[config.mk]
export PLATFORM = sky130hd
export DESIGN_NAME = dbg_runctl
export DESIGN_NICKNAME = d
export VERILOG_FILES = /design/src/rtl/dbg_runctl_pkg.sv /design/src/rtl/dbg_runctl_sticky.sv /design/src/rtl/dbg_runctl_req.sv /design/src/rtl/dbg_runctl.sv
export SDC_FILE = /design/constraint.sdc
export NUM_CORES = 1
export LEC_CHECK = 0
export BUFFER_PORTS_ARGS = -buffer_cell sky130_fd_sc_hd__buf_2
export CORE_MARGIN = 8
export CORE_UTILIZATION = 28
export CTS_BUF_LIST = sky130_fd_sc_hd__clkbuf_4
export DETAILED_ROUTE_END_ITERATION = 6
export HOLD_SLACK_MARGIN = 0.05
export PLACE_DENSITY = 0.78
export SYNTH_ARGS = -nofsm -noshare
export SYNTH_HDL_FRONTEND = slang
export SYNTH_SLANG_ARGS = --single-unit
[constraint.sdc]
create_clock -name clk -period 0.8 [get_ports clk]
set_input_delay 0 -clock clk [delete_from_list [all_inputs] [get_ports clk]]
set_output_delay 0 -clock clk [all_outputs]
set_load 0.02 [all_outputs]
[src/rtl/dbg_runctl_pkg.sv]
package dbg_runctl_pkg;

    localparam int DW          = 32;
    localparam int AW          = 2;
    localparam int N_EXC       = 3;
    localparam int N_STICKY    = N_EXC + 1;

    localparam logic [AW-1:0] ADDR_CTRL = 2'd0;
    localparam logic [AW-1:0] ADDR_STAT = 2'd1;

    localparam int CB_HALT     = 0;
    localparam int CB_RESTART  = 1;
    localparam int CB_EXC_CLR  = 2;
    localparam int CB_PADV_CLR = 3;
    localparam int CB_CANCEL   = 4;

    localparam int SB_HALTED    = 0;
    localparam int SB_RESTARTED = 1;
    localparam int SB_EXC_LO    = 6;
    localparam int SB_PADV      = 25;

    typedef struct packed {
        logic cancel;
        logic padv_clr;
        logic exc_clr;
        logic restart;
        logic halt;
    } ctrl_cmd_t;

    typedef struct packed {
        logic             padv;
        logic [N_EXC-1:0] exc;
        logic             restarted;
        logic             halted;
    } stat_t;

    function automatic ctrl_cmd_t decode_ctrl(input logic wr, input logic [DW-1:0] d);
        ctrl_cmd_t c;
        c.halt     = wr & d[CB_HALT];
        c.restart  = wr & d[CB_RESTART];
        c.exc_clr  = wr & d[CB_EXC_CLR];
        c.padv_clr = wr & d[CB_PADV_CLR];
        c.cancel   = wr & d[CB_CANCEL];
        return c;
    endfunction

    function automatic logic [DW-1:0] pack_status(input stat_t s);
        logic [DW-1:0] w;
        w = '0;
        w[SB_HALTED]                     = s.halted;
        w[SB_RESTARTED]                  = s.restarted;
        w[SB_EXC_LO +: N_EXC]            = s.exc;
        w[SB_PADV]                       = s.padv;
        return w;
    endfunction

endpackage

[src/rtl/dbg_runctl_sticky.sv]
module dbg_runctl_sticky #(
    parameter int N = 4
) (
    input  logic         clk,
    input  logic         rst,
    input  logic [N-1:0] set_i,
    input  logic [N-1:0] clr_i,
    output logic [N-1:0] flag_o
);

    for (genvar i = 0; i < N; i++) begin : g_flag
        logic q;
        always_ff @(posedge clk) begin
            if (rst)            q <= 1'b0;
            else if (set_i[i])  q <= 1'b1;
            else if (clr_i[i])  q <= 1'b0;
        end
        assign flag_o[i] = q;

        // set has priority over clear
        assert_set_wins_R5: assert property (@(posedge clk) disable iff (rst)
            set_i[i] |=> flag_o[i]);
        assert_clear_R6: assert property (@(posedge clk) disable iff (rst)
            (clr_i[i] && !set_i[i]) |=> !flag_o[i]);
    end

endmodule

[src/rtl/dbg_runctl_req.sv]
module dbg_runctl_req
    import dbg_runctl_pkg::*;
(
    input  logic      clk,
    input  logic      rst,
    input  ctrl_cmd_t cmd,
    input  logic      dbg_enable,
    input  logic      in_debug,
    output logic      halt_req,
    output logic      restart_req,
    output logic      cancel_req,
    output logic      restarted
);

    logic halt_q, restart_q, cancel_q, restarted_q, in_dbg_d;
    logic take_halt, take_restart, take_cancel, left_debug;

    assign take_halt    = cmd.halt & ~in_debug;
    assign take_restart = cmd.restart & in_debug;
    assign take_cancel  = cmd.cancel & dbg_enable & ~in_debug;
    assign left_debug   = in_dbg_d & ~in_debug;

    always_ff @(posedge clk) begin
        if (rst) begin
            halt_q      <= 1'b0;
            restart_q   <= 1'b0;
            cancel_q    <= 1'b0;
            restarted_q <= 1'b0;
            in_dbg_d    <= in_debug;
        end else begin
            in_dbg_d  <= in_debug;
            halt_q    <= in_debug ? 1'b0 : (halt_q | take_halt);
            restart_q <= in_debug ? (restart_q | take_restart) : 1'b0;
            cancel_q  <= in_debug ? 1'b0 : (cancel_q | take_cancel);
            if (take_restart)    restarted_q <= 1'b0;
            else if (left_debug) restarted_q <= 1'b1;
        end
    end

    assign halt_req    = halt_q;
    assign restart_req = restart_q;
    assign cancel_req  = cancel_q;
    assign restarted   = restarted_q;

    assert_halt_drop_R1: assert property (@(posedge clk) disable iff (rst)
        in_debug |=> !halt_req);
    assert_halt_hold_R1: assert property (@(posedge clk) disable iff (rst)
        (halt_req && !in_debug) |=> halt_req);
    assert_restart_drop_R2: assert property (@(posedge clk) disable iff (rst)
        !in_debug |=> !restart_req);
    assert_restart_hold_R2: assert property (@(posedge clk) disable iff (rst)
        (restart_req && in_debug) |=> restart_req);
    assert_cancel_gate_R4: assert property (@(posedge clk) disable iff (rst)
        (!cancel_req && !dbg_enable) |=> !cancel_req);
    assert_restarted_set_R7: assert property (@(posedge clk) disable iff (rst)
        $fell(in_debug) |=> restarted);
    assert_one_req_R3: assert property (@(posedge clk) disable iff (rst)
        !(halt_req && restart_req));

endmodule

[src/rtl/dbg_runctl.sv]
module dbg_runctl
    import dbg_runctl_pkg::*;
(
    input  logic              clk,
    input  logic              rst,
    input  logic              reg_wr,
    input  logic [AW-1:0]     reg_addr,
    input  logic [DW-1:0]     reg_wdata,
    output logic [DW-1:0]     reg_rdata,
    input  logic              dbg_enable,
    input  logic              core_in_debug,
    input  logic [N_EXC-1:0]  core_exc_evt,
    input  logic              core_padv_evt,
    output logic              core_halt_req,
    output logic              core_restart_req,
    output logic              core_cancel_req
);

    ctrl_cmd_t             cmd;
    stat_t                 stat;
    logic                  restarted;
    logic [N_STICKY-1:0]   sticky_set, sticky_clr, sticky_q;

    assign cmd = decode_ctrl(reg_wr && (reg_addr == ADDR_CTRL), reg_wdata);

    dbg_runctl_req u_req (
        .clk         (clk),
        .rst         (rst),
        .cmd         (cmd),
        .dbg_enable  (dbg_enable),
        .in_debug    (core_in_debug),
        .halt_req    (core_halt_req),
        .restart_req (core_restart_req),
        .cancel_req  (core_cancel_req),
        .restarted   (restarted)
    );

    assign sticky_set = {core_padv_evt, core_exc_evt};
    assign sticky_clr = {cmd.padv_clr, {N_EXC{cmd.exc_clr}}};

    dbg_runctl_sticky #(.N(N_STICKY)) u_sticky (
        .clk    (clk),
        .rst    (rst),
        .set_i  (sticky_set),
        .clr_i  (sticky_clr),
        .flag_o (sticky_q)
    );

    always_comb begin
        stat.halted    = core_in_debug;
        stat.restarted = restarted;
        stat.exc       = sticky_q[N_EXC-1:0];
        stat.padv      = sticky_q[N_EXC];
    end

    always_comb begin
        if (reg_addr == ADDR_STAT) reg_rdata = pack_status(stat);
        else                       reg_rdata = '0;
    end

    assert_halted_live_R7: assert property (@(posedge clk) disable iff (rst)
        (reg_addr == ADDR_STAT) |-> (reg_rdata[SB_HALTED] == core_in_debug));

endmodule

Word level (Yosys, flattened, before mapping)
Cells that the tools add are included.

Register bits after elaboration: 9. Input port bits: 43. Output and inout bits: 35.

Equal/unequal tests: 1. Mux-type cells: 7. Bitwise logic cells: 14. Reduce and logical (&&, ||, !) cells: 9.

Operators with widths (count): two-way mux 26 bit (1); AND 1 bit (10); nonzero test 2 bit (4); two-way mux 1 bit (6); OR reduction 2 bit (3); bitwise OR 1 bit (3); equality test 2 x 1 -> 1 bit (second input constant) (1); zero test 2 bit (1); logical AND 1 bit (1); NOT 1 bit (1).

Logic depth before layout (Yosys ltp)
Gate-level depths: netlist of run 1.

Word-level depth: 6. Mapped depth: 3. Mapped depth without buffers: 3.

Modules after synthesis
Synthesis of run 1 repeated with hierarchy kept, for this count alone.

Cell total of the unflattened synthesis: 74. Area total of the unflattened synthesis: 683.2 um^2.

By module, submodules not included: dbg_runctl (instances 1, cells each 40, area an instance 352.8 um^2, seq. area each 0.0 um^2); dbg_runctl_sticky (instances 1, cells each 20, area an instance 170.2 um^2, seq. area each 80.1 um^2); dbg_runctl_req (instances 1, cells each 14, area an instance 160.2 um^2, seq. area each 100.1 um^2).

Worst setup path after synthesis of run 1
Ideal clock, no wire load.

Kind: flip-flop to flip-flop. From: register u_req.cancel_q (netlist: u_req.cancel_req). To: register u_req.cancel_q (netlist: u_req.cancel_req). Data arrival time: 0.577 ns. Setup slack: 0.099 ns. Cell stages (with the launch flop): 3. Cells stage by stage: dfxtp_1 -> a31oi_1 -> nor3_2.

Word-level cells in the longest chain between the ends: 1.

Ends and longest elaborated chain: start: declaration (RTL line dbg_runctl_req.sv:15) `logic halt_q, restart_q, cancel_q, restarted_q, in_dbg_d;`; start signal: assignment (RTL line dbg_runctl_req.sv:34) `cancel_q <= in_debug ? 1'b0 : (cancel_q | take_cancel);`; bitwise OR 1 bit (RTL line dbg_runctl_req.sv:34).

No other way between the ends. A chain may end at the register's enable or synchronous reset.

Worst setup path after layout of run 1
From: register u_sticky.g_flag[1].q. To: output reg_rdata[7].

Word-level cells in the longest chain between the ends: 1.

Ends and longest elaborated chain: start: declaration (RTL line dbg_runctl_sticky.sv:12) `logic q;`; start signal: assignment (RTL line dbg_runctl_sticky.sv:14) `if (rst) q <= 1'b0;`; start signal: assignment (RTL line dbg_runctl_sticky.sv:15) `else if (set_i[i]) q <= 1'b1;`; start signal: assignment (RTL line dbg_runctl_sticky.sv:16) `else if (clr_i[i]) q <= 1'b0;`; two-way mux 26 bit (RTL line dbg_runctl.sv:57) `if (reg_addr == ADDR_STAT) reg_rdata = pack_status(stat);`; end: declaration (RTL line dbg_runctl.sv:9) `output logic [DW-1:0] reg_rdata,`.

No other way between the ends.

==> impl_metrics.csv, run 1 <==
group,metric,value,unit
layout,mostFrequentLayoutCells,"conb_1, buf_2, dlygate4sd3_1",
placement,place_area,601.8,sq um
synthesis,seq_area_frac_synth,32.58,%
layout,drive_gt1_share,40.78,%
status,status,"complete, but fails checks",
layout,n_antenna_cell,0,
timing,finalHoldViolations,0,
timing,setup_tns,-0.1493,ns
grt,grt_pass1_wl,2097,um
cts,cts_buffers,3,
job,maxCapViolCount,0,
drt,drtAntennaViolNets,0,
timing,fin_skew,0.0006104,ns
critical_path,cp-start-kind,"register",
drt,dr.pass1.iters,4,
grt,antenna_found_initial,0,
drt,viasPerCell,3.777,
cts,clockBufferDepth,2,
synthesis,yosysTopAreaCellShare,35.29,%
cts,cts_root_buffer,"clkbuf_4",
synthesis,synth.area.top_cells,"buf_4, dfxtp_1, and2_1, a21oi_1, nor3b_4",
timing,setup_viol,5,
power_and_ir_drop,power_density,1463,nW/um^2
timing,fmax,1201,MHz
die,initial_core_util,28.78,%
die,die_w,60.44,um
layout,final_common_cell,"conb_1",
placement,hpwl,1110,um
grt,overflow,0,
placement,dp_cells,113,
synthesis,syn-cell-area,553.0,sq um
layout,nets,147,
synthesis,avgSynthCellArea,8.641,sq um
timing,finalCritPeriodShare,104.1,%
cts,cts_sinks,9,
worst_hold_path,min_path_type,"primary input to register",
die,die_y,60.44,um
drt,drc,0,
synthesis,synth_warnings,0,
layout,finalInstanceArea,819.5,sq um
synthesis,yosys.area.top_type,"buf_4",
drt,finalWirelength,1561,um
placement,gp_congestion,0.6262,
drt,avgRoutedWirePerCell,12.01,um
drt,drt_first_iter_violations,5,
die,core,1922,sq um
layout,utilization,42.64,%
placement,preCtsSetupSlack,0.04187,ns
synthesis,synth_cells,64,
status,violations,"setup timing",
layout,final_cells,130,
grt,grt_max_degree,9,
critical_path,critPathCaptureType,"output port",
critical_path,required,0.80,ns
layout,fillers,198,
layout,area_delta_synth_final,48.19,%
die,io_pins,78,
timing,rsz0062_at_grt,"true",
grt,grt_pass1_vias,497,
synthesis,synth_cell_types,15,
timing,setup_slack,-0.03293,ns
critical_path,cp_max_fo,2,
cts,insertion_delay,0.26,ns
timing,period_needed,0.8329,ns
placement,portBuffers,24,
die,fp-row-count,16,
timing,maxSlewViolCount,0,
cts,cts_max_level,1,
grt,grt.total_usage,8.086,%
die,fp.dieArea,3653,sq um
drt,vias,491,
cts,clk_pin_slew,0.06,ns
power_and_ir_drop,irDropWorstVdd,693.4,uV
critical_path,arrival,0.83,ns
synthesis,yosys_register_bits,9,
power_and_ir_drop,p_leak,0.4262,nW
cts,tritoncts,"built",
critical_path,critical_path_class,"register to output port",
power by group:
group          switching, W  internal (W)
sequential        0.0000102      0.000474
combinational      0.000198      0.000123
clock              0.000167      0.000227
per-stage QoR:
step / total power [W] / hold slack, ns
after floorplan: 0.0007554 / 0.02772
after global placement: 0.0007206 / 0.1847
after detailed placement: 0.0007268 / 0.1923
after CTS: 0.001187 / 0.09758
after global routing: 0.001252 / 0.1347
final: 0.001199 / 0.1089
per-layer routing:
layer	global-route usage (%)	routed length [um]
met5	0	0
met4	4.319	15
met3	3.602	204
met2	16.46	844
met1	6.010	496
area by class of cell:
type,instances,area (sq um),share of cell area [%]
inverters,2,7.507,0.9160
well taps,27,33.78,4.122
repair buffers,37,281.5,34.35
flip-flops and latches,9,186.4,22.75
clock buffers,4,30.03,3.664
multi-input cells,51,280.3,34.20
cell usage after synthesis (all sizes together):
library cell	instances
a311oi	2
buf	27
nor2	4
nor2b	1
and2	6
inv	2
a21oi	6
a31oi	1
nor3b	1
conb	1
nor3	3
nand4bb	1
dfxtp	9
flip-flops by register name (all words and copies together), names as in the netlist:
register	cells
u_req.halt_req	1
u_req.restarted	1
u_req.cancel_req	1
u_sticky.g_flag.q	4
u_req.in_dbg_d	1
u_req.restart_req	1
worst paths after layout:
path / startpoint / end / slack (ns) / depth (start not counted)
setup / recovery: u_sticky.g_flag[1].q / reg_rdata[7] / -0.03 / 2
hold / removal: core_in_debug / u_req.restarted / 0.11 / 4
setup reg to reg: u_sticky.g_flag[3].q / u_sticky.g_flag[3].q / 0.04 / 3
hold reg to reg: u_sticky.g_flag[0].q / u_sticky.g_flag[0].q / 0.48 / 2
critical path: stages, from the launching register on:
cell,delay (ns)
dfxtp_2,0.32
and2_4,0.13
buf_6,0.12
logic make-up (layout without fill, tap and decap cells):
logic type	count (synthesis)	count (layout)	share of synthesized area, %
buffers and inverters	29	43	37.33
other	1	26	0.6781
AO/OA/AOI/OAI	9	9	9.730
flip-flops	9	9	32.58
AND/OR/NAND/NOR	16	16	19.68
repair_timing:
item                                    in CTS  in global routing
hold endpoints to repair                     9                  0
hold buffers                                12                  0
endpoints found under the setup margin       5                  7
pin swaps                                    0                  1
resized for setup                           20                  3
buffers inserted                             0                  1
Power figures use the tool's default switching activity.
==> inputs of run 2 (changes only) <==
==> constraint.sdc (replaced) <==
create_clock -name clk -period 0.8 [get_ports clk]
set_input_delay 0.04 -clock clk [delete_from_list [all_inputs] [get_ports clk]]
set_output_delay 0.04 -clock clk [all_outputs]
set_load 0.02 [all_outputs]
==> run 2 against run 1 <==
  * The run still ends with setup timing left
  * Worst setup slack lost 0.039 ns
  * Final area grew 0.76%
  * Cell count shrank 1.5%
  * Combinational power is essentially flat
  * Global-route usage shrank 0.30 points
  * First-iteration DRC count shrank 40%
  * Non-clock buffer count shrank 2
  * Sequential share of layout area grew 0.28 points
  * Via count shrank 2.9%
  * Largest cell class is now multi-input combinational cells
==> impl_metrics.csv, run 2 (synthesis results as in run 1) <==
group,metric,value,unit
timing,setup_slack,-0.07156,ns
drt,vias,477,
critical_path,arrival,0.83,ns
die,initial_core_util,28.78,%
cts,tritoncts,"built",
drt,finalWirelength,1503,um
layout,register_area,190.2,sq um
worst_hold_path,min_path_type,"primary input to register",
grt,grt_max_degree,9,
job,maxCapViolCount,0,
grt,antenna_found_initial,0,
cts,cts_sinks,9,
worst_hold_path,min_from,"core_in_debug",
cts,cts_buffers,3,
critical_path,cp-start-kind,"register",
power_and_ir_drop,p_leak,0.4231,nW
drt,drc,0,
placement,preCtsSetupSlack,-0.03813,ns
status,violations,"setup timing",
timing,maxSlewViolCount,0,
die,core,1922,sq um
die,fp.dieArea,3653,sq um
layout,n_antenna_cell,0,
layout,utilization,42.97,%
drt,drtAntennaViolNets,0,
cts,clockBufferDepth,2,
drt,dr.pass1.iters,2,
critical_path,cp_max_fo,2,
grt,overflow,0,
layout,final_common_cell,"conb_1",
critical_path,rr_worst_depth,3,
layout,fillers,205,
critical_path,max_stage_delay,0.32,ns
critical_path,required,0.76,ns
worst_hold_path,whs_path_depth,3,
placement,gp_congestion,0.6262,
die,die_y,60.44,um
critical_path,critPathCaptureType,"output port",
layout,drive_gt1_share,46.53,%
timing,fmax,1147,MHz
layout,finalInstanceArea,825.8,sq um
timing,setup_tns,-0.3369,ns
drt,viasPerCell,3.727,
drt,drt_first_iter_violations,3,
critical_path,rrSetupSlack,0.04,ns
placement,hpwl,1110,um
critical_path,path_cells,"and2_4, buf_6",
timing,fin_skew,0.0007790,ns
grt,grt_pass1_wl,2035,um
timing,finalCritPeriodShare,108.9,%
die,io_pins,78,
placement,portBuffers,24,
timing,setup_viol,5,
die,fp-row-count,16,
timing,period_needed,0.8716,ns
layout,regMostFlops,"u_sticky.g_flag.q",
layout,nets,145,
drt,avgRoutedWirePerCell,11.74,um
power_and_ir_drop,irDropWorstVdd,677.7,uV
layout,multiInputGateArea,286.5,sq um
cts,clk_pin_slew,0.06,ns
layout,area_delta_synth_final,49.32,%
critical_path,cp_slowest_cell,"dfxtp_2",
timing,rsz0062_at_grt,"true",
timing,finalHoldViolations,0,
critical_path,critical_path_class,"register to output port",
cts,cts_root_buffer,"clkbuf_4",
cts,insertion_delay,0.26,ns
layout,largest_reg_flops,4,
die,die_w,60.44,um
status,status,"complete, but fails checks",
layout,mostFrequentLayoutCells,"conb_1, buf_2, dlygate4sd3_1, buf_6, dfxtp_2",
placement,place_area,601.8,sq um
grt,grt.total_usage,7.785,%
critical_path,rr_endpoint,"u_req.restarted",
cts,cts_max_level,1,
grt,grt_pass1_vias,481,
worst_hold_path,holdPathEnd,"u_req.restart_req",
power_and_ir_drop,power_density,1445,nW/um^2
critical_path,reg2reg_from,"u_req.restarted",
-- run 2: changes by cell type in the layout (fill, tap and decap cells not counted), sizes merged --
cell         delta
dlygate4sd3     -3
buf             +1
-- run 2: routing by layer --
layer | track usage [%] | up-vias | share of wire [%]
met5 | 0 | - | 0
met4 | 4.319 | 0 | 1.1
met3 | 3.390 | 2 | 14
met2 | 15.09 | 29 | 53
met1 | 6.370 | 214 | 32
li1 | - | 232 | -
-- run 2: report_power, final --
group | leakage, nW | switching [W] | internal [W]
clock | 0.0184 | 0.000163 | 0.000226
sequential | 0.0771 | 0.0000104 | 0.000475
combinational | 0.328 | 0.000198 | 0.000120
-- run 2: worst max-delay path by stage --
stage                         startpoint          endpoint  slack (ns)  depth (start not counted)
global route        u_sticky.g_flag[2].q      reg_rdata[8]       -0.10                          2
finish              u_sticky.g_flag[1].q      reg_rdata[7]       -0.07                          2
CTS                      u_req.restarted      reg_rdata[1]       -0.08                          2
detailed placement           reg_addr[0]      reg_rdata[0]       -0.04                          4
global placement             reg_addr[0]     reg_rdata[25]       -0.03                          4
floorplan               u_req.cancel_req  u_req.cancel_req         0.1                          2
-- run 2: stage by stage --
| stage | cells | power (W) | hold slack [ns] |
|---|---|---|---|
| after floorplan | 89 | 0.0007554 | 0.06772 |
| after global placement | 113 | 0.0007206 | 0.2247 |
| after detailed placement | 113 | 0.0007268 | 0.2323 |
| after CTS | 126 | 0.001178 | 0.05494 |
| after global routing | 128 | 0.001250 | 0.08607 |
| final | 128 | 0.001193 | 0.06010 |
-- run 2: area by class of cell --
class | count | area share, %
Inverter | 2 | 0.9091
Sequential cell | 9 | 23.03
Multi-Input combinational cell | 51 | 34.70
Timing Repair Buffer | 35 | 33.64
Clock buffer | 4 | 3.636
Tap cell | 27 | 4.091
-- run 2: worst max-delay path, delay by kind of cell (launching register included) --
| family | cells | cell delay [ns] |
|---|---|---|
| and+or+nand+nor | 1 | 0.13 |
| buffers and inverters | 1 | 0.12 |
| DFF | 1 | 0.32 |
-- run 2: repair_timing --
action	4_1_cts	5_1_grt
resized for setup	21	12
pin swaps	0	2
hold buffers	9	0
endpoints found under the setup margin	6	11
buffers inserted	0	2
hold endpoints to repair	8	0
==> inputs of run 3 (changes only) <==
--- a/config.mk
+++ b/config.mk
@@ -12,6 +12,7 @@
 export DETAILED_ROUTE_END_ITERATION = 6
 export HOLD_SLACK_MARGIN = 0.05
 export PLACE_DENSITY = 0.78
+export SETUP_SLACK_MARGIN = 0.15
 export SYNTH_ARGS = -nofsm -noshare
 export SYNTH_HDL_FRONTEND = slang
 export SYNTH_SLANG_ARGS = --single-unit
==> run 3 against run 2 <==
  * The flow finishes with violations (hold timing, setup timing)
  * Worst hold slack worse by 0.082 ns
  * Register-to-register slack about the same
  * Clock skew fell by 0.00068 ns
  * Cell count shrank 4.7%
  * Die area stayed put
  * Clock power fell by 3%
  * Clock-buffer cell count unchanged
  * First-iteration DRC count fell by 67%
  * Largest cell class unchanged
==> impl_metrics.csv, run 3 (synthesis results as in run 1) <==
group,metric,value,unit
critical_path,required,0.76,ns
critical_path,max_stage_delay,0.32,ns
drt,drt_first_iter_violations,1,
timing,finalHoldViolations,2,
layout,register_area,190.2,sq um
layout,regMostFlops,"u_sticky.g_flag.q",
timing,setup_slack,-0.06555,ns
timing,setup_tns,-0.3037,ns
critical_path,cp_max_fo,2,
placement,portBuffers,24,
power_and_ir_drop,power_density,1496,nW/um^2
grt,grt_pass1_vias,466,
critical_path,critPathTopFamily,"flip-flops",
layout,n_antenna_cell,0,
timing,fmax,1155,MHz
layout,nets,139,
drt,finalWirelength,1491,um
critical_path,critical_path_class,"register to output port",
layout,final_common_cell,"conb_1",
layout,multiInputGateArea,305.3,sq um
critical_path,arrival,0.83,ns
job,maxCapViolCount,0,
critical_path,critPathCaptureType,"output port",
cts,cts_buffers,3,
status,status,"complete, but fails checks",
die,core,1922,sq um
drt,avgRoutedWirePerCell,12.22,um
cts,cts_root_buffer,"clkbuf_4",
timing,period_needed,0.8656,ns
critical_path,cp_slowest_cell,"dfxtp_2",
power_and_ir_drop,p_leak,0.3996,nW
cts,clockBufferDepth,2,
cts,cts_sinks,9,
power_and_ir_drop,irDropWorstVdd,561.5,uV
timing,hold_slack,-0.02142,ns
timing,rsz0062_at_grt,"true",
die,fp.dieArea,3653,sq um
layout,largest_reg_flops,4,
grt,overflow,0,
placement,preCtsSetupSlack,-0.04342,ns
cts,cts_max_level,1,
placement,gp_congestion,0.5918,
layout,utilization,40.56,%
die,io_pins,78,
timing,maxSlewViolCount,0,
layout,area_delta_synth_final,40.95,%
drt,drc,0,
timing,setup_viol,5,
worst_hold_path,min_path_type,"primary input to register",
grt,grt_max_degree,9,
layout,drive_gt1_share,55.79,%
die,die_y,60.44,um
drt,dr.pass1.iters,3,
critical_path,cp-start-kind,"register",
drt,vias,471,
critical_path,path_cells,"and2_4, buf_6",
cts,hold_buffers,1,
cts,tritoncts,"built",
timing,fin_skew,0.0001032,ns
drt,drtAntennaViolNets,0,
grt,antenna_found_initial,0,
die,initial_core_util,28.78,%
placement,hpwl,1118,um
critical_path,cp_num_buf_inv,1,
timing,finalCritPeriodShare,108.2,%
drt,viasPerCell,3.861,
die,die_w,60.44,um
cts,clk_pin_slew,0.06,ns
grt,grt.total_usage,7.441,%
status,violations,"hold timing, setup timing",
layout,mostFrequentLayoutCells,"conb_1, buf_2, buf_6, dfxtp_2, and2_4",
layout,fillers,207,
grt,grt_pass1_wl,2001,um
cts,insertion_delay,0.25,ns
die,fp-row-count,16,
-- run 3: changes by cell type in the layout (fill, tap and decap cells not counted), sizes merged --
cell         delta
buf             +2
dlygate4sd3     -8
-- run 3: per-layer routing --
| layer | track usage (%) | part of all wire (%) | vias up |
|---|---|---|---|
| li1 | - | - | 221 |
| met1 | 5.649 | 30 | 217 |
| met2 | 14.63 | 53 | 31 |
| met3 | 5.085 | 16 | 2 |
| met4 | 1.993 | 1.4 | 0 |
| met5 | 0 | 0 | - |
-- run 3: metrics by stage --
step	cell area (sq um)	hold WS, ns	total power [W]	std cells
floorplan	650.6	0.06772	0.0007557	89
global placement	605.6	0.2233	0.0007210	113
detailed placement	605.6	0.2253	0.0007266	113
CTS	724.4	-0.02493	0.001143	119
global route	779.5	-0.02653	0.001221	122
finish	779.5	-0.02142	0.001166	122
-- run 3: repair_timing --
item                                    4_1_cts  5_1_grt
endpoints found under the hold margin         8        4
resized for setup                            27        7
pin swaps                                     3        3
buffers inserted                              1        3
endpoints found under the setup margin       11       15
-- run 3: report_power, final --
group	internal (W)	leakage (nW)	total [W]	switching (W)
logic	0.000102	0.304	0.000302	0.000200
registers	0.000475	0.0771	0.000486	0.0000113
clock network	0.000226	0.0184	0.000378	0.000152
total	0.000803	0.400	0.00117	0.000364
-- run 3: worst paths after layout --
check,slack [ns],depth (start not counted),start,endpoint
setup / recovery,-0.07,2,u_sticky.g_flag[2].q,reg_rdata[8]
hold / removal,-0.02,2,reg_wdata[3],u_sticky.g_flag[3].q
setup reg to reg,0.04,3,u_sticky.g_flag[3].q,u_sticky.g_flag[3].q
hold reg to reg,0.47,2,u_sticky.g_flag[0].q,u_sticky.g_flag[0].q
-- run 3: area by class of cell --
cell class,count,area share (%)
Clock buffer,4,3.852
Tap cell,27,4.334
Multi-Input combinational cell,51,39.17
Sequential cell,9,24.40
Inverter,2,0.9631
Timing Repair Buffer,29,27.29
